[src/rtl/oe_sd_pkg.sv]
package oe_sd_pkg;

  typedef enum logic [1:0] {
    DRV_STOP = 2'b00,
    DRV_RUN  = 2'b01,
    DRV_HIZ  = 2'b10,
    DRV_PARK = 2'b11
  } drv_mode_e;

  typedef enum logic [1:0] {
    PW_RUN  = 2'b00,
    PW_SHUT = 2'b01,
    PW_WAKE = 2'b10
  } pwr_state_e;

endpackage

[src/rtl/oe_pin_sync.sv]
module oe_pin_sync #(
  parameter int STAGES = 2
) (
  input  logic clk,
  input  logic rst_n,
  input  logic pin_raw,
  output logic pin_sync
);

  localparam int MSB = STAGES - 1;

  logic [MSB:0] chain_q;
  logic [MSB:0] chain_d;

  always_comb begin
    chain_d = {chain_q[MSB-1:0], pin_raw};
  end

  always_ff @(posedge clk or negedge rst_n) begin
    if (!rst_n) begin
      chain_q <= '0;
    end else begin
      chain_q <= chain_d;
    end
  end

  assign pin_sync = chain_q[MSB];

endmodule

[src/rtl/oe_pwr_fsm.sv]
module oe_pwr_fsm
  import oe_sd_pkg::*;
(
  input  logic clk,
  input  logic rst_n,
  input  logic sd_req,
  input  logic wake_ack,
  output logic force_stop,
  output logic core_pwr_dn,
  output logic wake_req
);

  pwr_state_e state_q;
  pwr_state_e state_d;

  always_comb begin
    state_d = state_q;
    case (state_q)
      PW_RUN:  if (sd_req) state_d = PW_SHUT;
      PW_SHUT: if (!sd_req) state_d = PW_WAKE;
      PW_WAKE: begin
        if (sd_req)        state_d = PW_SHUT;
        else if (wake_ack) state_d = PW_RUN;
      end
      default: state_d = PW_RUN;
    endcase
  end

  always_ff @(posedge clk or negedge rst_n) begin
    if (!rst_n) begin
      state_q <= PW_RUN;
    end else begin
      state_q <= state_d;
    end
  end

  assign force_stop  = sd_req | (state_q != PW_RUN);
  assign core_pwr_dn = (state_q == PW_SHUT);
  assign wake_req    = (state_q == PW_WAKE);

  // a power-down request is reflected on the next edge
  a_r3_pwr_dn_follows: assert property (@(posedge clk) disable iff (!rst_n)
    sd_req |=> core_pwr_dn);

  // leaving power-down raises the wake request
  a_r7_wake_on_exit: assert property (@(posedge clk) disable iff (!rst_n)
    (core_pwr_dn && !sd_req) |=> wake_req);

  // wake request holds until acknowledged
  a_r7_wait_for_ack: assert property (@(posedge clk) disable iff (!rst_n)
    (wake_req && !wake_ack && !sd_req) |=> wake_req);

endmodule

[src/rtl/oe_lane.sv]
module oe_lane
  import oe_sd_pkg::*;
(
  input  logic       clk,
  input  logic       rst_n,
  input  logic       force_stop,
  input  logic       pin_disable,
  input  logic       live,
  input  logic       park_en,
  input  logic       div_lvl,
  output logic [1:0] mode,
  output logic       gate
);

  drv_mode_e mode_q;
  drv_mode_e mode_d;
  drv_mode_e target;
  logic      upd_en;

  always_comb begin
    if (force_stop)               target = DRV_STOP;
    else if (!live)               target = DRV_HIZ;
    else if (pin_disable && park_en) target = DRV_PARK;
    else                          target = DRV_RUN;
  end

  assign upd_en = !div_lvl;

  always_comb begin
    mode_d = mode_q;
    if (upd_en) mode_d = target;
  end

  always_ff @(posedge clk or negedge rst_n) begin
    if (!rst_n) begin
      mode_q <= DRV_HIZ;
    end else begin
      mode_q <= mode_d;
    end
  end

  assign mode = mode_q;
  assign gate = (mode_q == DRV_RUN);

  // mode frozen while divided clock is high
  a_r6_hold_while_high: assert property (@(posedge clk) disable iff (!rst_n)
    div_lvl |=> $stable(mode));

  // stop wins over every other setting
  a_r9_stop_priority: assert property (@(posedge clk) disable iff (!rst_n)
    (force_stop && !div_lvl) |=> (mode == 2'b00));

  // not live means high impedance outside power-down
  a_r4_hiz_when_off: assert property (@(posedge clk) disable iff (!rst_n)
    (!force_stop && !live && !div_lvl) |=> (mode == 2'b10));

  // parked when disabled with park enabled
  a_r5_park_when_dis: assert property (@(posedge clk) disable iff (!rst_n)
    (!force_stop && live && pin_disable && park_en && !div_lvl) |=> (mode == 2'b11));

  // running when disabled without park
  a_r5_run_without_park: assert property (@(posedge clk) disable iff (!rst_n)
    (!force_stop && live && !park_en && !div_lvl) |=> (mode == 2'b01 && gate));

endmodule

[src/rtl/clkout_enable_ctrl.sv]
module clkout_enable_ctrl
  import oe_sd_pkg::*;
#(
  parameter int NUM_OUT     = 4,
  parameter int SYNC_STAGES = 2
) (
  input  logic                 clk,
  input  logic                 rst_n,
  input  logic                 ctl_pin,
  input  logic                 pin_role_sd,
  input  logic                 pin_pol_hi,
  input  logic [NUM_OUT-1:0]   out_live,
  input  logic [NUM_OUT-1:0]   park_on_dis,
  input  logic [NUM_OUT-1:0]   div_clk_lvl,
  input  logic                 wake_ack,
  output logic [2*NUM_OUT-1:0] drive_mode,
  output logic [NUM_OUT-1:0]   clk_gate,
  output logic                 core_pwr_dn,
  output logic                 wake_req
);

  localparam int MODE_W = 2;

  logic pin_s;
  logic sd_req;
  logic pin_disable;
  logic force_stop;

  oe_pin_sync #(.STAGES(SYNC_STAGES)) u_sync (
    .clk      (clk),
    .rst_n    (rst_n),
    .pin_raw  (ctl_pin),
    .pin_sync (pin_s)
  );

  assign sd_req      = pin_role_sd & pin_s;
  assign pin_disable = !pin_role_sd & (pin_s ^ pin_pol_hi);

  oe_pwr_fsm u_pwr (
    .clk         (clk),
    .rst_n       (rst_n),
    .sd_req      (sd_req),
    .wake_ack    (wake_ack),
    .force_stop  (force_stop),
    .core_pwr_dn (core_pwr_dn),
    .wake_req    (wake_req)
  );

  for (genvar i = 0; i < NUM_OUT; i++) begin : g_lane
    logic [MODE_W-1:0] lane_mode;
    oe_lane u_lane (
      .clk         (clk),
      .rst_n       (rst_n),
      .force_stop  (force_stop),
      .pin_disable (pin_disable),
      .live        (out_live[i]),
      .park_en     (park_on_dis[i]),
      .div_lvl     (div_clk_lvl[i]),
      .mode        (lane_mode),
      .gate        (clk_gate[i])
    );
    assign drive_mode[MODE_W*i +: MODE_W] = lane_mode;
  end

  // no output runs while the core is powered down
  a_r3_no_run_in_pwr_dn: assert property (@(posedge clk) disable iff (!rst_n)
    $past(core_pwr_dn) && core_pwr_dn && $past(div_clk_lvl) == '0 |-> clk_gate == '0);

  // no output runs while waiting for the wake acknowledge
  a_r7_no_run_in_wake: assert property (@(posedge clk) disable iff (!rst_n)
    $past(wake_req) && wake_req |-> clk_gate == '0);

endmodule

[config.mk]
export PLATFORM = sky130hd
export DESIGN_NAME = clkout_enable_ctrl
export DESIGN_NICKNAME = d
export VERILOG_FILES = /design/src/rtl/oe_sd_pkg.sv /design/src/rtl/oe_pin_sync.sv /design/src/rtl/oe_pwr_fsm.sv /design/src/rtl/oe_lane.sv /design/src/rtl/clkout_enable_ctrl.sv
export SDC_FILE = /design/constraint.sdc
export NUM_CORES = 1
export LEC_CHECK = 0
export ABC_AREA = 1
export BUFFER_PORTS_ARGS = -buffer_cell sky130_fd_sc_hd__buf_2
export CAP_MARGIN = 15
export CORE_AREA = 2 2 39 41
export CTS_CLUSTER_DIAMETER = 150
export CTS_CLUSTER_SIZE = 25
export DETAILED_ROUTE_END_ITERATION = 7
export DIE_AREA = 0 0 41 43
export GPL_TIMING_DRIVEN = 0
export PLACE_DENSITY = 0.79
export SYNTH_ARGS = -nofsm -noshare
export SYNTH_HDL_FRONTEND = slang
export SYNTH_HIERARCHICAL = 1
export SYNTH_SLANG_ARGS = --single-unit
[constraint.sdc]
create_clock -name clk -period 1.7 [get_ports clk]
set_input_delay 0.255 -clock clk [delete_from_list [all_inputs] [get_ports clk]]
set_output_delay 0.255 -clock clk [all_outputs]
set_load 0.03 [all_outputs]
=== Yosys cells after proc, flatten, opt, wreduce, memory -nomap -nowiden ===
Index checks and enable logic that the tools add are counted.

* Register bits after elaboration: 12
* Input port bits: 18
* Word-level logic and storage cells: 44

* Equality and inequality tests: 9
* Multiplexer cells: 17
* Bitwise operators: 4
* Reduce and logical (&&, ||, !) cells: 8

{| class="wikitable"
|+ Operator list
! operator !! count
|-
| $mux 2 || 16
|-
| $eq 2x1->1 const B || 5
|-
| $pmux 2 s3 || 1
|-
| $logic_and 1x1->1 || 4
|-
| $ne 3x2->1 const B || 1
|-
| $reduce_and 3->1 || 1
|-
| $and 1x1->1 || 2
|-
| $eq 2x2->1 const B || 1
|-
| $logic_not 2->1 || 1
|-
| $ne 2x1->1 const B || 1
|-
| $ne 2x2->1 const B || 1
|-
| $reduce_bool 2->1 || 1
|-
| $logic_not 1->1 || 1
|-
| $or 1x1->1 || 1
|-
| $xor 1x1->1 || 1
|}

=== Longest topological paths before layout ===
Gate-level depths: netlist (run 1).

* Word-level depth: 6
* Mapped depth: 7
* Gate-level depth less buffers: 7

=== Modules after synthesis ===
The synthesis (run 1) kept the hierarchy.

{| class="wikitable"
|+ Modules (own cells, without submodules)
! module !! instances !! cells each !! area an instance (µm²) !! seq. area each (µm²)
|-
| oe_lane || 4 || 13 || 95.1 || 51.3
|-
| oe_pwr_fsm || 1 || 13 || 98.8 || 50.0
|-
| oe_pin_sync || 1 || 2 || 50.0 || 50.0
|-
| clkout_enable_ctrl || 1 || 7 || 26.3 || 0.0
|}

=== Worst setup path before layout (run 1) ===
OpenSTA, ideal clock, no wires.

* Path type: flip-flop to output port
* From: register g_lane[0].u_lane.mode_q[0]
* To: output clk_gate[0]
* Arrival time: 982 ps
* Required time: 1445 ps
* Setup slack: 463 ps
* Stages on the path, launching flop included: 3
* Path through: dfrtp_1 -> inv_1 -> nor2_1

* Cells in the longest elaborated chain, start to end: 1

{| class="wikitable"
|+ Ends and longest elaborated chain
! item !! line !! text
|-
| start: declaration || oe_lane.sv:15 || <nowiki>drv_mode_e mode_q;</nowiki>
|-
| start signal: assignment || oe_lane.sv:38 || <nowiki>mode_q <= mode_d;</nowiki>
|-
| $eq 2x1->1 || oe_lane.sv:43 || <nowiki>assign gate = (mode_q == DRV_RUN);</nowiki>
|-
| end: declaration || clkout_enable_ctrl.sv:17 || <nowiki>output logic [NUM_OUT-1:0] clk_gate,</nowiki>
|}

No other way between the ends.

=== Worst setup path after layout (run 1) ===
* From: register u_pwr.state_q[0]
* To: output core_pwr_dn

* Cells in the longest elaborated chain, start to end: 1

{| class="wikitable"
|+ Ends and longest elaborated chain
! item !! line !! text
|-
| start: declaration || oe_pwr_fsm.sv:13 || <nowiki>pwr_state_e state_q;</nowiki>
|-
| start signal: assignment || oe_pwr_fsm.sv:33 || <nowiki>state_q <= state_d;</nowiki>
|-
| $eq 2x1->1 || oe_pwr_fsm.sv:38 || <nowiki>assign core_pwr_dn = (state_q == PW_SHUT);</nowiki>
|-
| end: declaration || clkout_enable_ctrl.sv:18 || <nowiki>output logic core_pwr_dn,</nowiki>
|}

No other way between the ends.

==> impl_results.md, run 1 <==
- Drt pass-1 iters: 4
- Register Area: 305 um2
- WL final: 1120 um
- Sink Count: 12
- Final Hold Vio Count: 0
- Initial antenna violation count: 0
- Die W: 41 um
- Vias in the first global route: 495
- DRT iter0 DRCs: 9
- Net Count, Synth: 92
- Worst Hold End: u_sync/chain_q[0]
- Hold wc startpoint: ctl_pin
- Maximum clock frequency: ~780 MHz
- Layout Skew: around 0.00032 ns
- Final Core Density: 0.561
- CTS tree: built
- Footprint of the multi-input gates: ~210 um2
- Total grt overflow: 0
- R2r endpoint: g_lane[2].u_lane/mode[0]
- Area contributors post-synth: dfrtp_1, nand2_1, dfstp_2
- Max Buffers Root-to-Sink: 2
- GRT Total Usage: 0.153
- RSZ-0062 raised after global routing: false
- Hold path depth: 1
- Largest net degree at the start of global routing: 13
- Status: complete, no violations
- Main synth FF type: dfrtp_1
- Simple logic cell fraction of the synthesized area: 0.374
- Crit path launch type: flop
- PwrDens: 964 nW/um2
- Asr flop ratio synth: 1.00
- Largest family of logic cells by synthesized area: simple AND/OR/NAND/NOR gates
- Crit-path max FO: 4
- Syn_area_per_cell: roughly 7.5 um2
- I/O pin cnt: 32
- Layout cell share with drive strength beyond 1: 0.409
- Area leader, netlist: dfrtp_1
- Routed len/inst: about 9 um
- EDFF count, synth: 0
- CORE AREA: 1380 um2
- HPWL after DPL: 924 um
- Area Overhead vs Synth: 39.9%
- Leak pwr: 0.476 nW
- Synth Register Bits: 12
- Commonest cells post-synth: nand2_1, inv_1, dfrtp_1
- Hold WC Path Type: in2reg
- IO buf count: 31
- Crit path DAT: 1.03 ns
- Cells after synthesis: 74
- Max-slew violations: 0
- Final worst path period need: 1.28 ns
- FP Rows: 14
- Reg-to-Reg Start: u_sync/chain_q[1]
- First-pass GRT wire length: 1840 um
- Seq/Total Area, Yosys: 0.550
- Ys Warns: 6
- Clk root buf: clkbuf_4
- Slew @ Worst Pin: roughly 0.27 ns
- Post-synthesis xor/xnor area fraction: 0
- # fillers: 140
- Req. time, crit path: between 1 and 1.5 ns
- Drt drc: 0
- Top-count cell post-synth: nand2_1
- CTS clk-pin slew, worst paths: 0.07 ns
- RePlAce Congestion: 0.607
- Die height: 43 um
- Final setup violation count: 0
- Tcrit/Tclk final: 0.754
- Synth Area in Adders: 0
- Netlist cell types: 9
- Max_slew headroom: 0.818
- Setup TNS: 0 ns
- Antenna viol nets, final: 0
- CTS H-tree depth: 1
- Post-synthesis compound-gate area fraction: 0.00901
- Clk_lat worst skew: 0.26 ns
- Cts bufs inserted: 3
- R2r setup slk: 0.53 ns
- Crit Path Class: reg2out
- Die area: 1760 um2
- Nets: approximately 130
- Multiplexer share of the synthesized area: 0
- Antenna Cells: 0
- Crit. End Element: output port
- Post-Syn Area: approximately 560 um2
- Max IR drop VDD: around 520 uV
- Vias: 547
- Starting Density: 0.401
- Via density: 4.34
- Yosys top cell area share: 0.360
- Max-Cap Viols: 0
- Reg2Reg Depth: 7
area by class of cell:
cell class / instances / share of cell area
inverters: 10 / 0.0483
multi-input cells: 52 / 0.274
repair buffers: 32 / 0.213
flip-flops and latches: 12 / 0.393
well taps: 16 / 0.0258
clock buffers: 4 / 0.0467
layer usage:
layer | wire, um | up-vias | GRT usage
li1 | - | 290 | -
met1 | 426 | 240 | 0.169
met2 | 597 | 15 | 0.256
met3 | 78 | 2 | 0.0471
met4 | 13 | 0 | 0.0600
met5 | 0 | - | 0
power by group:
part	internal [mW]	switching (mW)	total (mW)
clock network	0.130	0.0884	0.218
registers	0.320	0.0194	0.339
logic	0.0612	0.131	0.192
total	0.511	0.238	0.749
placed cells by master (no fill, tap or decap), drive strengths merged:
cell type	synthesis	routed
nand2	36	36
buf	0	31
nor2	12	12
inv	10	10
dfrtp	8	8
dfstp	4	4
clkbuf	0	4
nand3	3	3
dlygate4sd3	0	1
a21oi	1	1
how the worst max path moves through the flow:
stage | from | end | cells after the start
after floorplan | g_lane[0].u_lane/mode[0] | clk_gate[0] | 2
after global placement | u_sync/chain_q[1] | g_lane[2].u_lane/mode[0] | 7
after detailed placement | u_sync/chain_q[1] | g_lane[2].u_lane/mode[0] | 7
after CTS | g_lane[2].u_lane/mode[1] | clk_gate[2] | 2
after global routing | u_pwr/state_q[0] | core_pwr_dn | 3
final | u_pwr/state_q[0] | core_pwr_dn | 3
metrics by stage:
stage | worst slack [ns] | power [mW] | area (um2) | std cells | hold WS, ns
floorplan | 0.463 | 0.465 | 556 | 74 | -0.0406
global placement | 0.557 | 0.532 | 731 | 121 | 0.143
detailed placement | 0.536 | 0.538 | 731 | 121 | 0.146
CTS | 0.414 | 0.760 | 777 | 126 | 0.0851
global route | 0.330 | 0.801 | 777 | 126 | 0.0729
finish | 0.418 | 0.749 | 777 | 126 | 0.0940
flip-flops by register name, summed over array words and instances (netlist names):
name / count
u_sync/chain_q: 2
g_lane.u_lane/mode: 8
u_pwr/state_q: 2
critical path: stages, from the launching register on:
cell	delay, ns
dfrtp_1	0.41
inv_1	0.08
nor2_1	0.08
buf_2	0.20
kinds of logic after synthesis:
family	Yosys count
AOI/OAI and AO/OA	1
buffers and inverters	10
DFF	12
and+or+nand+nor	51
timing repair:
action,CTS,global route
hold endpoints to repair,8,0
setup endpoints to repair,0,0
resized for setup,0,0
buffers inserted,0,0
hold buffers,1,0
Power figures use the tool's default switching activity.
==> inputs of run 2 (changes only) <==
Settings changed: CORE_AREA 2 2 39 41 to default, CORE_MARGIN from default to 1.5, CORE_UTILIZATION from default to 41, DIE_AREA 0 0 41 43 to default, PLACE_DENSITY 0.79 to 0.78.
Clock period 1.7 ns to 1.3 ns, I/O delays scaled along.
==> run 2 against run 1 <==
- combinational power grew 31%
- global-route usage grew 1.5 points
- largest cell class unchanged
- highest routed layer unchanged
- critical path type unchanged
- sequential share of layout area grew 0.063 points
- worst setup slack lost 0.35 ns
- final cell count shrank 0.79%
- hold slack lost 0.064 ns
- count of clock-buffer cells in the layout is the same
- register-to-register slack lost 0.40 ns
- non-clock buffer count is the same
==> impl_results.md, run 2 (synthesis gave the netlist of run 1 again) <==
- Status: complete, no violations
- Hold path depth: 1
- CORE AREA: between 1000 and 1500 um2
- Final setup violation count: 0
- Final worst path period need: 1.23 ns
- Crit-path cells: inv_1 -> nor2_1 -> buf_2
- Maximum clock frequency: 811 MHz
- Max-slew violations: 0
- Setup Buffers After CTS: 0
- Commonest non-fill, non-tap cell in the layout: nand2_1
- Setup TNS: 0 ns
- Crit path DAT: 1.04 ns
- RSZ-0062 raised after global routing: false
- Most frequent cells in the layout: nand2_1, buf_2, inv_1
- Drt drc: 0
- Antenna Cells: 0
- Antenna viol nets, final: 0
- WL final: 1110 um
- GRT Total Usage: 0.168
- CP Depth: 3
- Routed len/inst: 8.87 um
- R2r setup slk: 0.13 ns
- Final Hold Vio Count: 0
- Max Buffers Root-to-Sink: 2
- Largest net degree at the start of global routing: 13
- Sink Count: 12
- FP Rows: 13
- CTS clk-pin slew, worst paths: 0.07 ns
- Vias in the first global route: 430
- PwrDens: 1270 nW/um2
- Hold WC Path Type: in2reg
- Crit. End Element: output port
- Die height: 39.8 um
- Crit path launch type: flop
- Total grt overflow: 0
- RePlAce Congestion: 0.659
- Nets: 129
- Clk_lat worst skew: 0.27 ns
- Leak pwr: 0.476 nW
- Max_slew headroom: 0.789
- Largest register FFs: 8
- Die W: 39.8 um
- First-pass GRT wire length: 1610 um
- Crit Path Class: reg2out
- Crit path largest cell delay: 0.40 ns
- Starting Density: 0.432
- Req. time, crit path: 1.11 ns
- Max IR drop VDD: 712 uV
- Vias: 548
- CTS H-tree depth: 1
- Max-Cap Viols: 0
- Area Overhead vs Synth: 39.6%
- HPWL after DPL: 880 um
- Hold wc startpoint: ctl_pin
- CTS tree: built
- Layout Skew: 0.000519 ns
- Clk root buf: clkbuf_4
- Reg2Reg Depth: 7
- Layout cell share with drive strength beyond 1: 0.409
- Die area: 1580 um2
- Crit-path max FO: 4
- Slew @ Worst Pin: 0.315 ns
- Tcrit/Tclk final: 0.948
- Drt pass-1 iters: 2
- I/O pin cnt: 32
- PostCTS Resize Cnt: 0
- Crit path buf inv count: 2
- Crit path max-delay family: flip-flops
- Reg-to-Reg Start: u_sync/chain_q[1]
- DRT iter0 DRCs: 6
- Critical path startpoint: u_pwr/state_q[0]
- Post-place setup slack: 0.140 ns
- Final worst slack: 0.0672 ns
- IO buf count: 31
- Worst-path cell with the longest stage delay: dfrtp_1
- Initial antenna violation count: 0
- Cts bufs inserted: 3
- Via density: about 4.4
-- run 2: layer usage --
layer	global-route usage	vias up	routed length, um	share of wire
met5	0	-	0	0
met4	0.155	0	13	0.012
met3	0.0511	2	67	0.060
met2	0.246	16	531	0.48
met1	0.190	239	496	0.45
li1	-	291	-	-
-- run 2: worst paths after layout --
path / end
worst min-delay path: u_sync/chain_q[0]
worst max register to register: g_lane[2].u_lane/mode[0]
min in group asynchronous: u_sync/chain_q[1]
max in group asynchronous: g_lane[3].u_lane/mode[1]
worst max-delay path: core_pwr_dn
worst min register to register: u_sync/chain_q[1]
-- run 2: metrics by stage --
| stage | total power [mW] | utilization | cells | cell area [um2] | hold slack, ns |
|---|---|---|---|---|---|
| global route | 1.05 | 0.604 | 125 | 776 | 0.0130 |
| detailed placement | 0.701 | 0.568 | 120 | 729 | 0.0873 |
| global placement | 0.694 | 0.568 | 120 | 729 | 0.0826 |
| finish | 0.984 | 0.604 | 125 | 776 | 0.0296 |
| floorplan | 0.609 | - | 74 | 556 | -0.101 |
| CTS | 1.00 | 0.604 | 125 | 776 | 0.0165 |
-- run 2: where the power goes --
group          switching, mW  internal (mW)
clock                  0.121          0.170
combinational          0.171         0.0801
sequential            0.0241          0.418
-- run 2: what timing repair did --
action	4_1_cts	5_1_grt
setup endpoints to repair	0	0
hold buffers	1	0
hold endpoints to repair	8	0
-- run 2: area by class of cell --
type                       count  area, um2
inverter                      10       37.5
tap                           15       18.8
fill                         123        509
multi-input combinational     52        213
timing repair buffer          32        165
clock buffer                   4       36.3
sequential                    12        305
